<file path="src/rtl/stk_pkg.sv">
package stk_pkg;
  typedef enum logic [2:0] {
    OP_NONE     = 3'd0,
    OP_PUSH_W   = 3'd1,
    OP_POP_W    = 3'd2,
    OP_PUSH_PC  = 3'd3,
    OP_PUSH_PCF = 3'd4,
    OP_POP_PC   = 3'd5,
    OP_POP_PCF  = 3'd6
  } stk_op_e;

  typedef enum logic {SQ_IDLE = 1'b0, SQ_SECOND = 1'b1} sq_state_e;

  localparam logic [3:0] CAUSE_NONE = 4'd0;
  localparam logic [3:0] CAUSE_OVF  = 4'd1;
  localparam logic [3:0] CAUSE_UNF  = 4'd2;
endpackage

</file>
<file path="src/rtl/stk_rst_sync.sv">
module stk_rst_sync (
  input  logic clk,
  input  logic rst_n,
  output logic rst_n_sync
);
  logic s1_q, s2_q;

  always_ff @(posedge clk or negedge rst_n) begin
    if (!rst_n) begin
      s1_q <= 1'b0;
      s2_q <= 1'b0;
    end else begin
      s1_q <= 1'b1;
      s2_q <= s1_q;
    end
  end

  assign rst_n_sync = s2_q;
endmodule

</file>
<file path="src/rtl/stk_guard.sv">
module stk_guard import stk_pkg::*; #(
  parameter int AW   = 16,
  parameter int BASE = 2047,
  parameter int TOP  = 4095
) (
  input  logic          en,
  input  stk_op_e       op,
  input  logic [AW-1:0] sp,
  output logic          is_push,
  output logic          is_pop,
  output logic          two_word,
  output logic          fault,
  output logic [3:0]    cause
);
  localparam logic [AW:0] BASE_X = (AW+1)'(BASE);
  localparam logic [AW:0] TOP_X  = (AW+1)'(TOP);

  logic [AW:0] sp_x, need;
  logic        ovf, unf;

  always_comb begin
    is_push  = 1'b0;
    is_pop   = 1'b0;
    two_word = 1'b0;
    if (en) begin
      case (op)
        OP_PUSH_W:               is_push = 1'b1;
        OP_POP_W:                is_pop  = 1'b1;
        OP_PUSH_PC, OP_PUSH_PCF: begin is_push = 1'b1; two_word = 1'b1; end
        OP_POP_PC, OP_POP_PCF:   begin is_pop  = 1'b1; two_word = 1'b1; end
        default: ;
      endcase
    end
  end

  assign sp_x  = {1'b0, sp};
  assign need  = two_word ? (AW+1)'(2) : (AW+1)'(1);
  assign ovf   = is_push && ((sp_x + need) > TOP_X);
  assign unf   = is_pop  && (sp_x < (BASE_X + need));
  assign fault = ovf | unf;
  assign cause = ovf ? CAUSE_OVF : (unf ? CAUSE_UNF : CAUSE_NONE);
endmodule

</file>
<file path="src/rtl/stk_ptr.sv">
module stk_ptr #(
  parameter int AW   = 16,
  parameter int BASE = 2047,
  parameter int TOP  = 4095
) (
  input  logic          clk,
  input  logic          rst_n,
  input  logic          inc,
  input  logic          dec,
  output logic [AW-1:0] sp,
  output logic [AW-1:0] sp_m1
);
  localparam logic [AW-1:0] BASE_A = AW'(BASE);
  localparam logic [AW-1:0] TOP_A  = AW'(TOP);

  logic [AW-1:0] sp_q, sp_d;
  logic          sp_en;

  assign sp_en = inc ^ dec;

  always_comb begin
    sp_d = sp_q;
    if (inc)      sp_d = sp_q + AW'(1);
    else if (dec) sp_d = sp_q - AW'(1);
  end

  always_ff @(posedge clk or negedge rst_n) begin
    if (!rst_n)     sp_q <= BASE_A;
    else if (sp_en) sp_q <= sp_d;
  end

  assign sp    = sp_q;
  assign sp_m1 = sp_q - AW'(1);

  // the pointer never drops below the base
  p_sp_floor_r7: assert property (@(posedge clk) disable iff (!rst_n) sp_q >= BASE_A);
  // the pointer never passes the top address
  p_sp_ceiling_r8: assert property (@(posedge clk) disable iff (!rst_n) sp_q <= TOP_A);
endmodule

</file>
<file path="src/rtl/stk_seq.sv">
module stk_seq import stk_pkg::*; #(
  parameter int DW       = 16,
  parameter int AW       = 16,
  parameter int PCW      = 28,
  parameter int FW       = 4,
  parameter int PC_OUT_W = 32,
  parameter int BASE     = 2047,
  parameter int TOP      = 4095
) (
  input  logic                clk,
  input  logic                rst_n,
  input  logic [2:0]          cmd,
  input  logic [DW-1:0]       reg_wdata,
  input  logic [PCW-1:0]      pc_in,
  input  logic [FW-1:0]       flags_in,
  input  logic [DW-1:0]       mem_rdata,
  output logic [AW-1:0]       mem_addr,
  output logic [DW-1:0]       mem_wdata,
  output logic                mem_we,
  output logic                mem_re,
  output logic [DW-1:0]       reg_rdata,
  output logic [PC_OUT_W-1:0] pc_out,
  output logic [FW-1:0]       flags_out,
  output logic                busy,
  output logic [3:0]          cause
);
  localparam int PCHI  = PCW - DW;
  localparam int PCPAD = PC_OUT_W - PCW;

  logic          rstn_s;
  stk_op_e       op;
  sq_state_e     state_q, state_d;
  logic          in_second, accept;
  logic          is_push, is_pop, two_word, fault;
  logic [AW-1:0] sp, sp_m1;
  logic          sp_inc, sp_dec;
  logic [DW-1:0] hold_q, hold_d;
  logic          dir_push_q, rest_fl_q;
  logic          hold_en, word_en, pc_en, fl_en;
  logic [DW-1:0]       rdat_q;
  logic [PC_OUT_W-1:0] pc_q, pc_d;
  logic [FW-1:0]       fl_q;

  stk_rst_sync u_rst (.clk(clk), .rst_n(rst_n), .rst_n_sync(rstn_s));

  assign op        = stk_op_e'(cmd);
  assign in_second = (state_q == SQ_SECOND);

  stk_guard #(.AW(AW), .BASE(BASE), .TOP(TOP)) u_guard (
    .en(!in_second), .op(op), .sp(sp),
    .is_push(is_push), .is_pop(is_pop), .two_word(two_word),
    .fault(fault), .cause(cause)
  );

  stk_ptr #(.AW(AW), .BASE(BASE), .TOP(TOP)) u_ptr (
    .clk(clk), .rst_n(rstn_s), .inc(sp_inc), .dec(sp_dec), .sp(sp), .sp_m1(sp_m1)
  );

  assign accept = (is_push | is_pop) & ~fault;
  assign busy   = accept & two_word;

  // memory port and pointer stepping
  always_comb begin
    mem_we    = 1'b0;
    mem_re    = 1'b0;
    mem_addr  = sp;
    mem_wdata = reg_wdata;
    sp_inc    = 1'b0;
    sp_dec    = 1'b0;
    if (in_second) begin
      if (dir_push_q) begin
        mem_we    = 1'b1;
        mem_wdata = hold_q;
        sp_inc    = 1'b1;
      end else begin
        mem_re   = 1'b1;
        mem_addr = sp_m1;
        sp_dec   = 1'b1;
      end
    end else if (accept) begin
      if (is_push) begin
        mem_we    = 1'b1;
        mem_wdata = two_word ? pc_in[DW-1:0] : reg_wdata;
        sp_inc    = 1'b1;
      end else begin
        mem_re   = 1'b1;
        mem_addr = sp_m1;
        sp_dec   = 1'b1;
      end
    end
  end

  // next-state values and clock enables
  always_comb begin
    state_d = busy ? SQ_SECOND : SQ_IDLE;
    hold_d  = is_push ? {flags_in, pc_in[PCW-1:DW]} : mem_rdata;
    hold_en = busy;
    word_en = accept & is_pop & ~two_word;
    pc_en   = in_second & ~dir_push_q;
    fl_en   = pc_en & rest_fl_q;
    pc_d    = {{PCPAD{1'b0}}, hold_q[PCHI-1:0], mem_rdata};
  end

  always_ff @(posedge clk or negedge rstn_s) begin
    if (!rstn_s) state_q <= SQ_IDLE;
    else         state_q <= state_d;
  end

  always_ff @(posedge clk or negedge rstn_s) begin
    if (!rstn_s) begin
      hold_q     <= '0;
      dir_push_q <= 1'b0;
      rest_fl_q  <= 1'b0;
    end else if (hold_en) begin
      hold_q     <= hold_d;
      dir_push_q <= is_push;
      rest_fl_q  <= (op == OP_POP_PCF);
    end
  end

  always_ff @(posedge clk or negedge rstn_s) begin
    if (!rstn_s)      rdat_q <= '0;
    else if (word_en) rdat_q <= mem_rdata;
  end

  always_ff @(posedge clk or negedge rstn_s) begin
    if (!rstn_s)    pc_q <= '0;
    else if (pc_en) pc_q <= pc_d;
  end

  always_ff @(posedge clk or negedge rstn_s) begin
    if (!rstn_s)    fl_q <= '0;
    else if (fl_en) fl_q <= hold_q[DW-1:DW-FW];
  end

  assign reg_rdata = rdat_q;
  assign pc_out    = pc_q;
  assign flags_out = fl_q;

  // busy lasts exactly one cycle
  p_busy_one_cycle_r4: assert property (@(posedge clk) disable iff (!rstn_s)
    busy |=> !busy);
  // second write of a PC push lands one slot higher
  p_push_upper_r4: assert property (@(posedge clk) disable iff (!rstn_s)
    (busy && mem_we) |=> (mem_we && mem_addr == ($past(mem_addr) + AW'(1))));
  // second read of a PC pop lands one slot lower
  p_pop_lower_r5: assert property (@(posedge clk) disable iff (!rstn_s)
    (busy && mem_re) |=> (mem_re && mem_addr == ($past(mem_addr) - AW'(1))));
  // a plain PC pop keeps the flags
  p_flags_kept_r6: assert property (@(posedge clk) disable iff (!rstn_s)
    (in_second && !dir_push_q && !rest_fl_q) |=> $stable(flags_out));
  // a fault issues no transfer
  p_fault_quiet_r8: assert property (@(posedge clk) disable iff (!rstn_s)
    (cause != CAUSE_NONE) |-> (!mem_we && !mem_re && !busy));
  // upper PC bits stay zero
  p_pc_top_zero_r5: assert property (@(posedge clk) disable iff (!rstn_s)
    pc_out[PC_OUT_W-1:PCW] == '0);
endmodule

</file>
<file path="config.mk">
export PLATFORM = sky130hd
export DESIGN_NAME = stk_seq
export DESIGN_NICKNAME = d
export VERILOG_FILES = /design/src/rtl/stk_pkg.sv /design/src/rtl/stk_rst_sync.sv /design/src/rtl/stk_guard.sv /design/src/rtl/stk_ptr.sv /design/src/rtl/stk_seq.sv
export SDC_FILE = /design/constraint.sdc
export NUM_CORES = 1
export LEC_CHECK = 0
export BUFFER_PORTS_ARGS = -buffer_cell sky130_fd_sc_hd__buf_4
export CORE_MARGIN = 2
export CORE_UTILIZATION = 40
export DETAILED_ROUTE_END_ITERATION = 7
export PLACE_DENSITY_LB_ADDON = 0.15
export SLEW_MARGIN = 20
export SYNTH_ARGS = -nofsm -noshare
export SYNTH_HDL_FRONTEND = slang
export SYNTH_HIERARCHICAL = 1
export SYNTH_SLANG_ARGS = --single-unit
</file>
<file path="constraint.sdc">
create_clock -name clk -period 4.11 [get_ports clk]
set_input_delay 0.2055 -clock clk [delete_from_list [all_inputs] [get_ports clk]]
set_output_delay 0.2055 -clock clk [all_outputs]
set_load 0.005 [all_outputs]
</file>
==> impl_metrics.tcl, run 1 <==
set metrics [dict create \
    insertion_delay_ns 0.34 \
    gr-usage-all-layers 0.199 \
    timing.rr.end "u_ptr/sp[12]$_DFFE_PN0P_" \
    synth-xor-area-share 0.0493 \
    synth_top_area_cell "dfrtp_1" \
    layout.area.seq_um2 2140 \
    cap_violations 0 \
    grt_max_degree 53 \
    finClkSkew_ns 0.00749 \
    fin_tns_setup_ns 0 \
    drt-pass1-iter-count 4 \
    syn-cell-area_um2 4980 \
    fin_crit_ns 3.53 \
    utilization 0.539 \
    dp_hpwl_um 9150 \
    hold_class "in2reg" \
    synth_common_cells "84 x mux2_2, 74 x dfrtp_1, 28 x nand2_1" \
    gp_congestion 0.909 \
    grt_pass1_vias 4007 \
    critPathCaptureType "output port" \
    crit_required_ns 3.90 \
    antenna_cells 0 \
    crit_arrival_ns 3.33 \
    p_leak_nw 2.98 \
    synthSimpleGateAreaFrac 0.110 \
    ys_types 57 \
    hold-worst-slack_ns 0.111 \
    synth_mux_area_frac 0.262 \
    outcome "finished, final reports clean" \
    crit_fanout 16 \
    maxSlewViolCount 0 \
    design_area_um2 6500 \
    hold-path-endpoint "pc_out[14]$_DFFE_PN0P_" \
    hold-path-cell-count 2 \
    synth_top_area_share 0.372 \
    synthTopCellsByArea "dfrtp_1 37%, mux2_2 19%, dfstp_2 5.8%" \
    grt_pass1_wl_um 20500 \
    rows 40 \
    cellPowerDensity_nw_per_um2 592 \
    htreeDepth 3 \
    routed_wl_um 12700 \
    cts_tree "done" \
    dieHeight_um 116 \
    cts_root_buffer "clkbuf_16" \
    remaining_drc_errors 0 \
    post_drt_wl_per_cell_um 16.9 \
    final_layout_size_suffix_gt1_frac 0.503 \
    antenna_found_initial 0 \
    die_w_um 116 \
    finalHoldViolations 0 \
    ir_drop_v 0.000440 \
    cts_made_buffers 9 \
    rsz0062_at_grt "false" \
    criticalPathCategory "reg2out" \
    r2r-start "in_second$_DFF_PN0_" \
    tightestPinTransition_ns 0.759 \
    ant_nets 0 \
    coreArea_um2 12100 \
    synth_top_family_by_area "multiplexers" \
    globalRouteOverflowTotal 0 \
    yosysWarnings 6 \
    multi_input_area_um2 2590 \
    nets 654 \
    vias 3845 \
    startpoint "in_second$_DFF_PN0_" \
    ys_async_sr_fraction 1.00 \
    initial_utilization 0.413 \
    yosys_register_bits 85 \
    area_growth_pct 30.6 \
    slew_headroom 0.493 \
    post_cts_resized 0 \
    critPathLaunchType "flip-flop" \
    synth_fa_ha_area_frac 0.0166 \
    yosysMostFrequentCell "mux2_2" \
    max_freq_ghz 0.283 \
    numPortBuffers 153 \
    synthCells 436 \
    synth_compound_area_frac 0.0749 \
    post_dp_cell_area_um2 6190 \
    dr.first_iter.drc_count 157 \
    seq_area_frac_synth 0.430 \
    rrSetupSlack_ns 0.70 \
    synth_ff_type "dfrtp_1" \
    min_from "mem_rdata[14]" \
    synth_edf_count 0 \
    die_area_um2 13400 \
    rr_worst_depth 16 \
    clock_sinks 85 \
    io_pins 160 \
    post_synth.cell_area_avg_um2 11.4 \
    clk_pin_slew_ns 0.07 \
    setup_violations 0 \
    clock_path_buffers 2 \
    min_period_over_period 0.859 \
    drt-vias-per-instance 5.11 \
    fill_cells 1110 \
]
what timing repair did:
action | in CTS | in global routing
setup buffers | 0 | 0
endpoints found under the hold margin | 2 | 0
hold buffers | 1 | 0
cell type report:
class / instances / area share
multi-input cells: 311 / 0.398
flip-flops and latches: 85 / 0.330
repair buffers: 163 / 0.189
clock buffers: 10 / 0.0352
well taps: 168 / 0.0323
clock inverters: 6 / 0.0108
inverters: 9 / 0.00520
worst max-delay path by stage:
stage,slack [ns],endpoint
after CTS,0.58,mem_addr[0]
after global placement,0.76,u_ptr/sp[12]$_DFFE_PN0P_
after detailed placement,0.61,u_ptr/sp[12]$_DFFE_PN0P_
after floorplan,0.33,u_ptr/sp[11]$_DFFE_PN0P_
final,0.58,mem_addr[14]
after global routing,0.33,mem_wdata[15]
power by group:
part	switching, mW	leakage, nW	internal [mW]
combinational	0.587	1.85	0.908
clock	0.347	0.136	0.475
sequential	0.316	0.992	1.21
registers in the layout, summed over array words and instances, names as in the netlist:
| register | cells |
|---|---|
| pc_out | 28 |
| hold_q | 16 |
| reg_rdata | 16 |
| u_ptr/sp | 16 |
| flags_out | 4 |
| dir_push_q | 1 |
| in_second | 1 |
| rest_fl_q | 1 |
| u_rst/rst_n_sync | 1 |
| u_rst/s1_q | 1 |
critical path, cell delays in order (launching register included):
cell      delay, ns
dfrtp_1        0.37
inv_1          0.09
nand2_1        0.08
inv_1          0.23
fa_1           0.23
nand4_1        0.09
nor3_2         0.23
mux2i_1        0.26
a21o_1         0.24
nand2b_1       0.17
o31a_1         0.15
buf_4          0.30
mux2_2         0.40
buf_4          0.14
per-layer routing:
| metal | wire (µm) | vias to the layer above | global-route usage | part of all wire |
|---|---|---|---|---|
| met5 | 0 | - | 0 | 0 |
| met4 | 155 | 0 | 0.0659 | 0.012 |
| met3 | 853 | 9 | 0.0544 | 0.067 |
| met2 | 6150 | 111 | 0.326 | 0.48 |
| met1 | 5570 | 1891 | 0.254 | 0.44 |
| li1 | - | 1834 | - | - |
logic make-up (layout without fill, tap and decap cells):
logic type               Yosys count  in the layout
other                              3              7
buffers and inverters             44            188
AO/OA/AOI/OAI                     57             57
adder cells (fa/ha/maj)            6              6
multiplexers                     115            115
flip-flops                        85             85
XOR/XNOR                          28             28
AND/OR/NAND/NOR                   98             98
cells in the final DEF, fill, tap and decap left out, drive strengths merged, types with 2 or more instances in the layout:
master / netlist / layout
a22oi: 18 / 18
dfrtp: 74 / 74
buf: 26 / 162
o21ai: 5 / 5
clkbuf: 9 / 10
o211ai: 2 / 2
mux2: 97 / 97
and4: 2 / 2
a32oi: 2 / 2
xnor2: 15 / 15
and3: 2 / 2
nor2: 17 / 17
a31oi: 2 / 2
conb: 3 / 7
nor4: 8 / 8
nand4: 4 / 4
and2: 2 / 2
dfstp: 11 / 11
xor2: 13 / 13
ha: 5 / 5
nor3: 14 / 14
and3b: 2 / 2
nand2b: 4 / 4
nand3b: 4 / 4
clkinvlp: 0 / 3
nor2b: 4 / 4
a21oi: 21 / 21
mux2i: 18 / 18
inv: 9 / 11
nand3: 3 / 3
nand2: 28 / 28
metrics by stage:
stage | power, mW | std cells | worst slack [ns]
3_5_place_dp | 3.05 | 735 | 0.609
6_report | 3.85 | 752 | 0.579
2_1_floorplan | 2.32 | 440 | 0.332
5_1_grt | 4.11 | 752 | 0.328
4_1_cts | 3.90 | 752 | 0.580
3_3_place_gp | 3.02 | 735 | 0.757
Power figures use the tool's default switching activity.
==> run 2, diff against run 1 <==
Settings changed: CAP_MARGIN set to 15, CTS_CLUSTER_SIZE set to 24, HOLD_SLACK_MARGIN set to 0.15.
==> run 2 against run 1 <==
Compared with the run above: core utilization up 1.3 points; setup slack better by 0.012 ns; largest power group unchanged; worst hold slack better by 0.075 ns; routed wire length up 1.4%; sequential share of layout area down 0.79 points; fmax up 0.33%.
==> impl_metrics.tcl, run 2 (synthesis results as in run 1) <==
set metrics [dict create \
    grt_pass1_wl_um 20900 \
    remaining_drc_errors 0 \
    ant_nets 0 \
    finalHoldViolations 0 \
    gp_congestion 0.909 \
    rsz0062_at_grt "false" \
    crit_required_ns 3.90 \
    utilization 0.552 \
    antenna_cells 0 \
    finClkSkew_ns 0.00782 \
    grt_max_degree 53 \
    clock_sinks 85 \
    globalRouteOverflowTotal 0 \
    clock_path_buffers 2 \
    cellPowerDensity_nw_per_um2 579 \
    antenna_found_initial 0 \
    die_w_um 116 \
    htreeDepth 3 \
    io_pins 160 \
    dp_slack_ns 0.609 \
    fin_crit_ns 3.52 \
    grt_pass1_vias 4102 \
    drt-pass1-iter-count 4 \
    fill_cells 1092 \
    critPathLaunchType "flip-flop" \
    coreArea_um2 12100 \
    setup_ws_ns 0.591 \
    max_freq_ghz 0.284 \
    critPathCaptureType "output port" \
    postCtsHoldBufs 17 \
    crit_arrival_ns 3.31 \
    post_cts_resized 0 \
    cts_setup_buffers 0 \
    criticalPathCategory "reg2out" \
    gr-usage-all-layers 0.202 \
    die_area_um2 13400 \
    insertion_delay_ns 0.34 \
    area_growth_pct 33.9 \
    final_layout_size_suffix_gt1_frac 0.490 \
    dr.first_iter.drc_count 179 \
    vias 3884 \
    dp_hpwl_um 9150 \
    cts_root_buffer "clkbuf_16" \
    nets 670 \
    outcome "finished, final reports clean" \
    slew_headroom 0.495 \
    tightestPinTransition_ns 0.755 \
    maxSlewViolCount 0 \
    crit_fanout 16 \
    p_leak_nw 3.04 \
    cap_violations 0 \
    cts_made_buffers 9 \
    dieHeight_um 116 \
    drt-vias-per-instance 5.06 \
    largest_register_ffs 28 \
    routed_wl_um 12900 \
    post_drt_wl_per_cell_um 16.8 \
    layout.cells.most_common_list "162 x buf_4, 84 x mux2_2, 73 x dfrtp_1, 28 x nand2_1, 20 x a21oi_1" \
    final_common_cell "buf_4" \
    ir_drop_v 0.000438 \
    rows 40 \
    initial_utilization 0.413 \
    fin_tns_setup_ns 0 \
    numPortBuffers 153 \
    cts_tree "done" \
    clk_pin_slew_ns 0.07 \
    min_period_over_period 0.856 \
    setup_violations 0 \
    hold_class "in2async" \
]
[run 2: cell types whose count changed in the layout (fill, tap and decap cells not counted), sizes merged]
| cell | before | now |
|---|---|---|
| dlygate4sd3 | 1 | 17 |
[run 2: power by group]
part	switching (mW)	internal [mW]	leakage (nW)
combinational	0.588	0.918	1.92
sequential	0.315	1.21	0.992
clock	0.348	0.475	0.136
[run 2: final timing paths]
| path | slack, ns | startpoint | endpoint | cells after the start |
|---|---|---|---|---|
| hold / removal | 0.19 | rst_n | u_rst/rst_n_sync$_DFF_PN0_ | 2 |
| min in group clk | 0.21 | flags_in[0] | hold_q[12]$_DFFE_PN0P_ | 3 |
| setup reg to reg | 0.70 | in_second$_DFF_PN0_ | u_ptr/sp[12]$_DFFE_PN0P_ | 16 |
| hold reg to reg | 0.36 | u_rst/s1_q$_DFF_PN0_ | u_rst/rst_n_sync$_DFF_PN0_ | 0 |
| setup / recovery | 0.59 | in_second$_DFF_PN0_ | mem_addr[0] | 13 |
| max in group asynchronous | 2.85 | u_rst/rst_n_sync$_DFF_PN0_ | reg_rdata[6]$_DFFE_PN0P_ | 1 |
[run 2: metrics by stage]
step	hold WS [ns]	cells	cell area (µm²)	power, mW
2_1_floorplan	-0.0901	440	4990	2.32
3_3_place_gp	-0.0117	735	6190	3.02
3_5_place_dp	-0.0111	735	6190	3.05
4_1_cts	0.177	768	6660	3.91
5_1_grt	0.185	768	6660	4.12
6_report	0.186	768	6660	3.86
[run 2: area by class of cell]
| cell class | instances | area, µm² | share of cell area |
|---|---|---|---|
| clock buffers | 10 | 229 | 0.0344 |
| clock inverters | 6 | 70.1 | 0.0105 |
| inverters | 9 | 33.8 | 0.00507 |
| multi-input cells | 311 | 2590 | 0.389 |
| flip-flops and latches | 85 | 2140 | 0.322 |
| well taps | 168 | 210 | 0.0315 |
| repair buffers | 179 | 1390 | 0.208 |
[run 2: worst max-delay path, cell delays in order (launching register included)]
cell,delay (ns)
dfrtp_1,0.37
inv_1,0.09
nand2_1,0.08
inv_1,0.23
fa_1,0.23
nand4_1,0.09
nor3_2,0.23
mux2i_1,0.26
a21o_1,0.24
nand2b_1,0.17
o31a_1,0.15
buf_4,0.30
mux2_2,0.39
buf_4,0.14
[run 2: metal layers]
| layer | up-vias | global-route usage | share of wire |
|---|---|---|---|
| li1 | 1867 | - | - |
| met1 | 1903 | 0.257 | 0.44 |
| met2 | 105 | 0.335 | 0.49 |
| met3 | 9 | 0.0544 | 0.066 |
| met4 | 0 | 0.0667 | 0.012 |
| met5 | - | 0 | 0 |
==> run 3, diff against run 2 <==
--- a/constraint.sdc
+++ b/constraint.sdc
@@ -3,2 +3,2 @@
 set_output_delay 0.2055 -clock clk [all_outputs]
-set_load 0.005 [all_outputs]
+set_load 0.01 [all_outputs]
==> run 3 against run 2 <==
Compared with the run above: critical path depth decreased by 2; non-clock buffer count is the same; final cell count fell by 0.13%; total power up 3.6%; critical endpoint unchanged; register-to-register slack improved by 0.02 ns; routed wire length increased by 0.26%; highest routed layer unchanged; count of clock-buffer cells in the layout stayed put; critical path type unchanged.
==> impl_metrics.tcl, run 3 (synthesis results as in run 1) <==
set metrics [dict create \
    clock_path_buffers 2 \
    post_drt_wl_per_cell_um 16.9 \
    dieHeight_um 116 \
    timing.rr.end "u_ptr/sp[12]$_DFFE_PN0P_" \
    outcome "finished, final reports clean" \
    antenna_cells 0 \
    slew_headroom 0.444 \
    final_layout_size_suffix_gt1_frac 0.491 \
    insertion_delay_ns 0.34 \
    drt-vias-per-instance 5.11 \
    design_area_um2 6660 \
    max_freq_ghz 0.285 \
    criticalPathCategory "reg2out" \
    hold-worst-slack_ns 0.184 \
    critPathCaptureType "output port" \
    pwr-share-comb 0.410 \
    rrSetupSlack_ns 0.72 \
    fin_cells 767 \
    post_dp_cell_area_um2 6190 \
    clock_sinks 85 \
    crit_fanout 16 \
    r2r-start "u_ptr/sp[0]$_DFFE_PN1P_" \
    min_period_over_period 0.855 \
    area_growth_pct 33.9 \
    tightestPinTransition_ns 0.832 \
    gp_congestion 0.857 \
    grt_pass1_wl_um 20600 \
    grt_max_degree 53 \
    critPathLaunchType "flip-flop" \
    gr-usage-all-layers 0.199 \
    routed_wl_um 12900 \
    maxSlewViolCount 0 \
    remaining_drc_errors 0 \
    setup_violations 0 \
    dp.cells 735 \
    cellPowerDensity_nw_per_um2 600 \
    globalRouteOverflowTotal 0 \
    initial_utilization 0.413 \
    finClkSkew_ns 0.00613 \
    finalHoldViolations 0 \
    rr_worst_depth 14 \
    switchingPower_mw 1.37 \
    largest_register_ffs 28 \
    grt_pass1_vias 3984 \
    numPortBuffers 153 \
    nets 670 \
    crit_arrival_ns 3.31 \
    clk_pin_slew_ns 0.06 \
    rows 40 \
    dr.first_iter.drc_count 179 \
    die_w_um 116 \
    rsz0062_at_grt "false" \
    crit_required_ns 3.90 \
    io_pins 160 \
    antenna_found_initial 0 \
    p_leak_nw 3.05 \
    cts_made_buffers 9 \
    fin_crit_ns 3.51 \
    dp_hpwl_um 9210 \
    layout.cells.most_common_list "162 x buf_4, 84 x mux2_2, 73 x dfrtp_1, 28 x nand2_1, 20 x a21oi_1" \
    final_common_cell "buf_4" \
    pwr-share-clk 0.207 \
    ir_drop_v 0.000351 \
    cap_violations 0 \
    coreArea_um2 12100 \
    htreeDepth 3 \
    swShare 0.342 \
    p_int_mw 2.63 \
    hold_class "in2async" \
    vias 3922 \
    cts_tree "done" \
    power_frac_seq 0.383 \
    drt-pass1-iter-count 4 \
    cts_root_buffer "clkbuf_16" \
    ant_nets 0 \
    die_area_um2 13400 \
    fin_tns_setup_ns 0 \
]
run 3: routing by layer:
metal  up-vias  track usage  part of all wire
met5         -            0                 0
met4         0       0.0635             0.012
met3        12       0.0586             0.068
met2       121        0.329              0.49
met1      1929        0.253              0.43
li1       1860            -                 -
run 3: through the flow:
step | power (mW) | util | worst slack, ns
after floorplan | 2.45 | - | 0.303
after global placement | 3.15 | 0.513 | 0.755
after detailed placement | 3.19 | 0.513 | 0.634
after CTS | 4.05 | 0.552 | 0.586
after global routing | 4.26 | 0.552 | 0.314
final | 4.00 | 0.552 | 0.597
run 3: how the worst max path moves through the flow:
| stage | from | end | cells past startpoint |
|---|---|---|---|
| floorplan | in_second$_DFF_PN0_ | u_ptr/sp[11]$_DFFE_PN0P_ | 19 |
| global placement | cmd[0] | u_ptr/sp[12]$_DFFE_PN0P_ | 18 |
| detailed placement | cmd[0] | u_ptr/sp[12]$_DFFE_PN0P_ | 18 |
| CTS | u_ptr/sp[0]$_DFFE_PN1P_ | mem_wdata[4] | 10 |
| global route | in_second$_DFF_PN0_ | mem_wdata[10] | 12 |
| finish | u_ptr/sp[0]$_DFFE_PN1P_ | mem_addr[0] | 11 |
run 3: critical path, cell delays in order, from the launching register on:
cell and delay, ns:
dfstp_2 0.62, ha_1 0.23, fa_1 0.18, nand4_1 0.09, nor3_2 0.23, mux2i_1 0.24, a21o_1 0.22, nand2b_1 0.17
o31a_1 0.15, buf_4 0.31, mux2_2 0.39, buf_4 0.15
run 3: what timing repair did:
item	in CTS	in global routing
setup buffers	0	0
hold endpoints to repair	34	0
hold buffers	17	0
gates resized for setup	0	0
run 3: power groups by stage:
stage / logic (mW) / registers, mW / clock network (mW)
2_1_floorplan: 0.906 / 1.54 / 0
3_3_place_gp: 1.62 / 1.53 / 0
3_5_place_dp: 1.64 / 1.55 / 0
4_1_cts: 1.66 / 1.54 / 0.852
5_1_grt: 1.78 / 1.60 / 0.887
6_report: 1.64 / 1.53 / 0.827
run 3: layout make-up:
| cell class | count | area, µm² |
|---|---|---|
| fillers | 1057 | 5400 |
| multi-input cells | 311 | 2590 |
| flip-flops and latches | 85 | 2140 |
| repair buffers | 179 | 1390 |
| clock buffers | 10 | 239 |
| well taps | 168 | 210 |
| clock inverters | 5 | 60.1 |
| inverters | 9 | 33.8 |
